<file path="config.mk">
export PLATFORM = sky130hd
export DESIGN_NAME = led_chain_ctrl
export DESIGN_NICKNAME = d
export VERILOG_FILES = /design/src/rtl/led_chain_pkg.sv /design/src/rtl/led_chain_regs.sv /design/src/rtl/led_chain_rate.sv /design/src/rtl/led_chain_engine.sv /design/src/rtl/led_chain_ctrl.sv
export SDC_FILE = /design/constraint.sdc
export NUM_CORES = 1
export LEC_CHECK = 0
export ABC_AREA = 0
export CAP_MARGIN = 20
export CORE_UTILIZATION = 50
export DETAILED_ROUTE_END_ITERATION = 10
export PLACE_DENSITY = 0.77
export SLEW_MARGIN = 20
export SYNTH_ARGS = -nofsm -noshare
export SYNTH_HDL_FRONTEND = slang
export SYNTH_SLANG_ARGS = --single-unit
</file>
<file path="constraint.sdc">
create_clock -name clk -period 8.28 [get_ports clk]
set_clock_uncertainty 0.1 [all_clocks]
set_input_delay 1.656 -clock clk [delete_from_list [all_inputs] [get_ports clk]]
set_output_delay 1.656 -clock clk [all_outputs]
set_load 0.05 [all_outputs]
</file>
<file path="src/rtl/led_chain_pkg.sv">
// Package: register indices and field positions for the serial LED controller.
// Assumes a 32-bit register port addressed by word index.
package led_chain_pkg;
    localparam int REG_DW      = 32;
    localparam int REG_AW      = 3;
    // Word indices of the registers
    localparam logic [REG_AW-1:0] IDX_CTRL_A = 3'd0;
    localparam logic [REG_AW-1:0] IDX_CTRL_B = 3'd1;
    localparam logic [REG_AW-1:0] IDX_PAT    = 3'd2;
    localparam logic [REG_AW-1:0] IDX_SPARE  = 3'd3;
    localparam logic [REG_AW-1:0] IDX_AUX    = 3'd4;
    // Control A fields
    localparam int CA_REQ      = 31;
    localparam int CA_BUSY     = 30;
    localparam int CA_EDGE     = 26;
    localparam int CA_OVR_LO   = 24;
    // Control B fields
    localparam int CB_SRC_LO   = 30;
    localparam int CB_RATE_LO  = 23;
    localparam int RATE_W      = 4;

    typedef enum logic [1:0] {
        ENG_IDLE  = 2'd0,
        ENG_SHIFT = 2'd1,
        ENG_STORE = 2'd2
    } eng_state_e;
endpackage

</file>
<file path="src/rtl/led_chain_regs.sv">
// Module: register file of the serial LED controller.
// Holds configuration, pattern and the pending update request.
// Assumes NBITS <= 32 and NGRP <= 23; reads are combinational.
module led_chain_regs
    import led_chain_pkg::*;
#(
    parameter int NBITS = 24,
    parameter int NGRP  = 2
) (
    input  logic              clk,
    input  logic              rst_n,
    input  logic              bus_sel,
    input  logic              bus_we,
    input  logic [REG_AW-1:0] bus_addr,
    input  logic [REG_DW-1:0] bus_wdata,
    output logic [REG_DW-1:0] bus_rdata,
    input  logic              eng_busy,
    input  logic              eng_start,
    output logic              cfg_edge_fall,
    output logic [1:0]        cfg_ovr,
    output logic              cfg_auto,
    output logic [RATE_W-1:0] cfg_rate,
    output logic [NGRP-1:0]   cfg_grp,
    output logic [NBITS-1:0]  pattern,
    output logic              req_pend,
    output logic              req_set
);
    logic              wr;
    logic              edge_q;
    logic [1:0]        ovr_q;
    logic [1:0]        src_q;
    logic [RATE_W-1:0] rate_q;
    logic [NGRP-1:0]   grp_q;
    logic [REG_DW-1:0] pat_q;
    logic [REG_DW-1:0] spare_q;
    logic [REG_DW-1:0] aux_q;
    logic              req_q;

    assign wr      = bus_sel & bus_we;
    assign req_set = wr && (bus_addr == IDX_CTRL_A) && bus_wdata[CA_REQ];

    // Configuration and data storage, written from the bus
    always_ff @(posedge clk) begin
        if (!rst_n) begin
            edge_q  <= 1'b0;
            ovr_q   <= '0;
            src_q   <= '0;
            rate_q  <= '0;
            grp_q   <= '0;
            pat_q   <= '0;
            spare_q <= '0;
            aux_q   <= '0;
        end else if (wr) begin
            case (bus_addr)
                IDX_CTRL_A: begin
                    edge_q <= bus_wdata[CA_EDGE];
                    ovr_q  <= bus_wdata[CA_OVR_LO +: 2];
                end
                IDX_CTRL_B: begin
                    src_q  <= bus_wdata[CB_SRC_LO +: 2];
                    rate_q <= bus_wdata[CB_RATE_LO +: RATE_W];
                    grp_q  <= bus_wdata[NGRP-1:0];
                end
                IDX_PAT:   pat_q   <= bus_wdata;
                IDX_SPARE: spare_q <= bus_wdata;
                IDX_AUX:   aux_q   <= bus_wdata;
                default: ;
            endcase
        end
    end

    // Pending request: a new write wins over the clear from a starting transfer
    always_ff @(posedge clk) begin
        if (!rst_n)
            req_q <= 1'b0;
        else if (req_set)
            req_q <= 1'b1;
        else if (eng_start)
            req_q <= 1'b0;
    end

    // Read multiplexer
    always_comb begin
        bus_rdata = '0;
        case (bus_addr)
            IDX_CTRL_A: begin
                bus_rdata[CA_REQ]          = req_q;
                bus_rdata[CA_BUSY]         = eng_busy;
                bus_rdata[CA_EDGE]         = edge_q;
                bus_rdata[CA_OVR_LO +: 2]  = ovr_q;
            end
            IDX_CTRL_B: begin
                bus_rdata[CB_SRC_LO +: 2]       = src_q;
                bus_rdata[CB_RATE_LO +: RATE_W] = rate_q;
                bus_rdata[NGRP-1:0]             = grp_q;
            end
            IDX_PAT:   bus_rdata = pat_q;
            IDX_SPARE: bus_rdata = spare_q;
            IDX_AUX:   bus_rdata = aux_q;
            default:   bus_rdata = '0;
        endcase
    end

    assign cfg_edge_fall = edge_q;
    assign cfg_ovr       = ovr_q;
    assign cfg_auto      = src_q[1];
    assign cfg_rate      = rate_q;
    assign cfg_grp       = grp_q;
    assign pattern       = pat_q[NBITS-1:0];
    assign req_pend      = req_q;
endmodule

</file>
<file path="src/rtl/led_chain_rate.sv">
// Module: refresh prescaler. Emits a one-cycle tick every CLK_HZ/F cycles.
// Assumes CLK_HZ >= 20 so that every period is at least 2 cycles; idle when disabled.
module led_chain_rate
    import led_chain_pkg::*;
#(
    parameter int CLK_HZ = 50_000_000
) (
    input  logic              clk,
    input  logic              rst_n,
    input  logic              en,
    input  logic [RATE_W-1:0] rate,
    output logic              tick
);
    localparam int P2  = CLK_HZ / 2;
    localparam int P4  = CLK_HZ / 4;
    localparam int P8  = CLK_HZ / 8;
    localparam int P10 = CLK_HZ / 10;
    localparam int CW  = $clog2(P2 + 1);

    logic [CW-1:0] lim;
    logic [CW-1:0] cnt;
    logic          wrap;

    // Period select; codes above 3 use the fastest rate
    always_comb begin
        case (rate)
            4'd0:    lim = CW'(P2);
            4'd1:    lim = CW'(P4);
            4'd2:    lim = CW'(P8);
            default: lim = CW'(P10);
        endcase
    end

    assign wrap = (cnt >= lim - 1'b1);

    // Cycle counter and registered tick
    always_ff @(posedge clk) begin
        if (!rst_n) begin
            cnt  <= '0;
            tick <= 1'b0;
        end else begin
            tick <= en && wrap;
            cnt  <= (en && !wrap) ? cnt + 1'b1 : '0;
        end
    end
endmodule

</file>
<file path="src/rtl/led_chain_engine.sv">
// Module: shift engine. Captures the enabled bits on start, sends them MSB first,
// then raises the store strobe for one shift-clock period.
// Assumes pattern, enable mask and edge stay meaningful only at the start cycle.
module led_chain_engine
    import led_chain_pkg::*;
#(
    parameter int NBITS    = 24,
    parameter int SCK_HALF = 8
) (
    input  logic             clk,
    input  logic             rst_n,
    input  logic             go,
    input  logic [NBITS-1:0] pattern,
    input  logic [NBITS-1:0] enmask,
    input  logic             edge_cfg,
    output logic             start,
    output logic             busy,
    output logic             idle_lvl,
    output logic             sh_clk,
    output logic             sh_data,
    output logic             sh_store
);
    localparam int CNT_W = $clog2(NBITS + 1);
    localparam int DIV_W = $clog2(SCK_HALF + 1);
    localparam logic [DIV_W-1:0] DIV_LAST = DIV_W'(SCK_HALF - 1);

    eng_state_e        state;
    logic [NBITS-1:0]  sreg;
    logic [CNT_W-1:0]  left;
    logic [DIV_W-1:0]  dcnt;
    logic              half;
    logic              run_edge;
    logic [NBITS-1:0]  pk;
    logic [CNT_W-1:0]  pk_cnt;
    logic              half_end;

    // Pack enabled bits left-aligned, highest index first
    always_comb begin
        int n;
        pk = '0;
        n  = 0;
        for (int i = NBITS - 1; i >= 0; i--) begin
            if (enmask[i]) begin
                pk[NBITS-1-n] = pattern[i];
                n = n + 1;
            end
        end
        pk_cnt = CNT_W'(n);
    end

    assign start    = (state == ENG_IDLE) && go;
    assign half_end = (dcnt == DIV_LAST);

    // Sequencer: idle, shifting bit halves, store period
    always_ff @(posedge clk) begin
        if (!rst_n) begin
            state    <= ENG_IDLE;
            sreg     <= '0;
            left     <= '0;
            dcnt     <= '0;
            half     <= 1'b0;
            run_edge <= 1'b0;
        end else begin
            case (state)
                ENG_IDLE: begin
                    run_edge <= edge_cfg;
                    if (go) begin
                        sreg  <= pk;
                        left  <= pk_cnt;
                        dcnt  <= '0;
                        half  <= 1'b0;
                        state <= (pk_cnt == '0) ? ENG_STORE : ENG_SHIFT;
                    end
                end
                ENG_SHIFT: begin
                    if (half_end) begin
                        dcnt <= '0;
                        if (!half) begin
                            half <= 1'b1;
                        end else begin
                            half <= 1'b0;
                            sreg <= sreg << 1;
                            left <= left - 1'b1;
                            if (left == CNT_W'(1))
                                state <= ENG_STORE;
                        end
                    end else begin
                        dcnt <= dcnt + 1'b1;
                    end
                end
                ENG_STORE: begin
                    if (half_end) begin
                        dcnt <= '0;
                        half <= ~half;
                        if (half)
                            state <= ENG_IDLE;
                    end else begin
                        dcnt <= dcnt + 1'b1;
                    end
                end
                default: state <= ENG_IDLE;
            endcase
        end
    end

    assign busy     = (state != ENG_IDLE);
    assign idle_lvl = run_edge;
    assign sh_clk   = run_edge ^ ((state == ENG_SHIFT) && half);
    assign sh_data  = (state == ENG_SHIFT) && sreg[NBITS-1];
    assign sh_store = (state == ENG_STORE);
endmodule

</file>
<file path="src/rtl/led_chain_ctrl.sv">
// Module: top of the serial LED shift-out controller.
// Joins register file, refresh prescaler and shift engine; applies group
// enables and the hardware override of bits 1:0. Assumes NBITS >= 2.
module led_chain_ctrl
    import led_chain_pkg::*;
#(
    parameter int CLK_HZ   = 50_000_000,
    parameter int NBITS    = 24,
    parameter int GRP_W    = 16,
    parameter int SCK_HALF = 8
) (
    input  logic              clk,
    input  logic              rst_n,
    input  logic              bus_sel,
    input  logic              bus_we,
    input  logic [2:0]        bus_addr,
    input  logic [31:0]       bus_wdata,
    output logic [31:0]       bus_rdata,
    input  logic [1:0]        hw_led,
    output logic              sh_clk,
    output logic              sh_data,
    output logic              sh_store
);
    localparam int NGRP = (NBITS + GRP_W - 1) / GRP_W;

    logic              cfg_edge_fall;
    logic [1:0]        cfg_ovr;
    logic              cfg_auto;
    logic [RATE_W-1:0] cfg_rate;
    logic [NGRP-1:0]   cfg_grp;
    logic [NBITS-1:0]  pattern;
    logic [NBITS-1:0]  eff;
    logic [NBITS-1:0]  enmask;
    logic              req_pend;
    logic              req_set;
    logic              tick;
    logic              go;
    logic              eng_start;
    logic              eng_busy;
    logic              idle_lvl;

    led_chain_regs #(.NBITS(NBITS), .NGRP(NGRP)) u_regs (
        .clk           (clk),
        .rst_n         (rst_n),
        .bus_sel       (bus_sel),
        .bus_we        (bus_we),
        .bus_addr      (bus_addr),
        .bus_wdata     (bus_wdata),
        .bus_rdata     (bus_rdata),
        .eng_busy      (eng_busy),
        .eng_start     (eng_start),
        .cfg_edge_fall (cfg_edge_fall),
        .cfg_ovr       (cfg_ovr),
        .cfg_auto      (cfg_auto),
        .cfg_rate      (cfg_rate),
        .cfg_grp       (cfg_grp),
        .pattern       (pattern),
        .req_pend      (req_pend),
        .req_set       (req_set)
    );

    led_chain_rate #(.CLK_HZ(CLK_HZ)) u_rate (
        .clk   (clk),
        .rst_n (rst_n),
        .en    (cfg_auto),
        .rate  (cfg_rate),
        .tick  (tick)
    );

    // Per-bit enable from its group, and status override of the two low bits
    for (genvar gi = 0; gi < NBITS; gi++) begin : g_bit
        assign enmask[gi] = cfg_grp[gi / GRP_W];
        if (gi < 2) begin : g_ovr
            assign eff[gi] = cfg_ovr[gi] ? hw_led[gi] : pattern[gi];
        end else begin : g_pass
            assign eff[gi] = pattern[gi];
        end
    end

    assign go = req_pend | tick;

    led_chain_engine #(.NBITS(NBITS), .SCK_HALF(SCK_HALF)) u_eng (
        .clk      (clk),
        .rst_n    (rst_n),
        .go       (go),
        .pattern  (eff),
        .enmask   (enmask),
        .edge_cfg (cfg_edge_fall),
        .start    (eng_start),
        .busy     (eng_busy),
        .idle_lvl (idle_lvl),
        .sh_clk   (sh_clk),
        .sh_data  (sh_data),
        .sh_store (sh_store)
    );
endmodule

</file>
==> results.md <==
- Hold_buf cts: 0
- Row cnt: 48
- Top FF cell, synth: dfxtp_1
- Fmax: 0.156 GHz
- Worst Hold Margin: 0.351 ns
- Wire per inst: 16.4 µm
- Net Switching: 0.500 mW
- CP Launch Point: bus_addr[1]
- H-tree Lvls: 4
- Critical path class: input port to output pin
- Crit. End Element: output pin
- Minimum clock period: 6.40 ns
- Worst Setup EP: bus_rdata[13]
- Mux cell area share after synthesis: 0.0615
- Setup ws final: 1.88 ns
- Drt pass-1 iters: 5
- Synth Area in Simple Gates: 0.234
- DRC viols: 0
- Post-Syn Area: 0.00875 mm²
- GRT Overall Usage: 0.253
- Final worst path period share: 0.773
- Dpl ws: 1.92 ns
- Count leader, synth: nand2_1
- Worst-path clk slew: 0.06 ns
- Via Count: 7739
- CTS tree: yes
- Routed wire length: 22.0 mm
- Initial Utilization: 0.509
- Fin util: 0.587
- Worst R2R Start: u_regs.cfg_rate[1]
- Cell-internal power: 1.32 mW
- Hold Violations, Final: 0
- P&R area growth vs syn: 15.3%
- Seq/Total Area, Yosys: 0.391
- First-pass GRT wire length: 36.8 mm
- Status: finished clean
- Die Area: 0.0180 mm²
- Hold Crit Class: register to register
- Number of synthesized flops with an enable pin: 0
- Reg2reg path depth: 12
- RePlAce Congestion: 0.880
- Worst skew pair latency: 0.44 ns
- Worst Path Max Fanout: 25
- Clock root cell: clkbuf_16
- Final net count: 1187
- YS warnings: 0
- Cells after DPL: 1315
- Clock Path Buffers: 2
- Final setup fails: 0
- #FFs+latches synth: 171
- Num CTS Buffers: 17
- Max Slew Vio Count: 0
- Vias per cell: 5.75
- Area leader, netlist: dfxtp_1
- Post-synth top cells: nand2_1 (265), dfxtp_1 (171), a21oi_1 (77)
- Initial antenna violation count: 0
- Switching share of total power: 0.275
- Critical path data required time: 6.52 ns
- Synth top area share: 0.391
- Worst R2R End: u_rate.cnt[7]
- Combinational share of power: 0.093
- Core Region: 0.0172 mm²
- Share of layout cells above drive strength 1: 0.0606
- Post-route setup TNS: 0 ns
- Clock share of power: 0.430
- DRT iter0 DRCs: 516
- Post-synth ARST share: 0
- Cells taking the most area after synthesis: dfxtp_1 (39%), nand2_1 (11%), mux2i_1 (5.4%), ha_1 (5.3%), a21oi_1 (4.4%)
- Post-cts resize count: 0
- Max-cap check violation count: 0
- Synth Area in Compound Gates: 0.186
- RSZ-0062 raised after global routing: no
- Reg-to-reg slack, setup: 4.50 ns
- Area share of fa/ha/maj cells after synthesis: 0.0529
- Leakage: 3.56 nW
- Die Y: 134 µm
- Worst vdd ir: 0.000149 V
- Vias in the first global route: 7391
- Actual slew at the worst max-slew pin: 1.08 ns
- Synth cell types: 64
- I/O pin count: 76
- Dpl cell area: 0.00951 mm²
- Critical Path AT: 4.64 ns
- Mean post-synth cell area: 8.09 µm²
- Die extent in x: 134 µm
- Antenna Cells: 0
- Max transition margin: 0.278
- Main combinational cell family by area after synthesis: simple AND/OR/NAND/NOR gates
- Xor and xnor area share after synthesis: 0.0270
- Worst Setup Start Kind: input port
- PwrDens: 180 mW/mm²
- Congestion Overflow GR: 0
- Tot Pwr: 1.82 mW
- Postcts setup bufs: 0
- Syn Nets: 1159
- Non-filler instance count after layout: 1347
- CTS Sinks: 171
- Sequential fraction of design power: 0.476
- Post-Syn Instances: 1081
- DP HPWL: 14.7 mm
- Port Buffer Count: 75
- DRT antenna net count: 0
- Post-route cell area: 0.0101 mm²
- Largest net degree at the start of global routing: 75
==> layout make-up <==
type                       count  area [µm²]
clock buffer                  17         425
clock inverter                15         156
fill                        1562        7090
inverter                      16        60.1
multi-input combinational    818        4920
sequential                   171        3420
tap                          225         282
timing repair buffer          85         816
==> how the worst min path moves through the flow <==
stage | startpoint | to | cells past startpoint
finish | u_eng.sreg[23] | u_eng.sreg[23] | 2
global route | u_regs.spare_q[25] | u_regs.spare_q[25] | 2
CTS | u_eng.sreg[23] | u_eng.sreg[23] | 2
detailed placement | u_eng.sreg[23] | u_eng.sreg[23] | 2
global placement | u_eng.sreg[0] | u_eng.sreg[0] | 2
floorplan | u_eng.sreg[23] | u_eng.sreg[23] | 2
==> kinds of logic after synthesis <==
kind of cell             Yosys count
other                              2
AND/OR/NAND/NOR                  450
XOR/XNOR                          27
buffers and inverters             92
flip-flops                       171
AO/OA/AOI/OAI                    249
adder cells (fa/ha/maj)           37
multiplexers                      53
==> state kept, by name, indices dropped and copies added (netlist names) <==
register,cells
u_regs.cfg_edge_fall,1
u_eng.dcnt,4
u_regs.cfg_ovr,2
u_eng.state,2
u_regs.aux_q,32
u_eng.half,1
u_regs.src_q,2
u_regs.spare_q,32
u_regs.cfg_grp,2
u_rate.tick,1
u_regs.pat_q,32
u_eng.idle_lvl,1
u_rate.cnt,25
u_eng.sreg,24
u_eng.left,5
u_regs.req_pend,1
u_regs.cfg_rate,4
==> worst max-delay path, stage by stage <==
cell,delay (ns)
clkdlybuf4s50_1,1.05
nand2b_1,0.69
o21ai_0,0.37
clkdlybuf4s50_1,0.85
==> per-layer routing <==
layer / up-vias / track usage / share of wire / routed length (µm)
li1: 3812 / - / - / -
met1: 3692 / 0.336 / 0.48 / 10500
met2: 205 / 0.410 / 0.46 / 10200
met3: 30 / 0.0548 / 0.050 / 1100
met4: 0 / 0.0762 / 0.014 / 303
met5: - / 0 / 0 / 0
==> power groups by stage <==
| stage | Combinational (mW) | Clock [mW] | Sequential, mW |
|---|---|---|---|
| 5_1_grt | 0.188 | 0.821 | 0.868 |
| 3_3_place_gp | 0.164 | 0 | 0.883 |
| 4_1_cts | 0.168 | 0.788 | 0.865 |
| 2_1_floorplan | 0.119 | 0 | 0.878 |
| 3_5_place_dp | 0.167 | 0 | 0.883 |
| 6_report | 0.170 | 0.782 | 0.865 |
==> layout by cell type (no fill, tap or decap), drive strengths merged, types with 14 or more instances in the layout <==
cell type,n
nand2,265
dfxtp,171
a21oi,77
clkdlybuf4s50,73
nor2,54
a21boi,50
o21ai,48
mux2i,47
ha,37
nor3,30
nand3,26
inv,22
xor2,17
clkbuf,17
a221oi,15
a22oi,14
nor3b,14
Power figures use the tool's default switching activity.
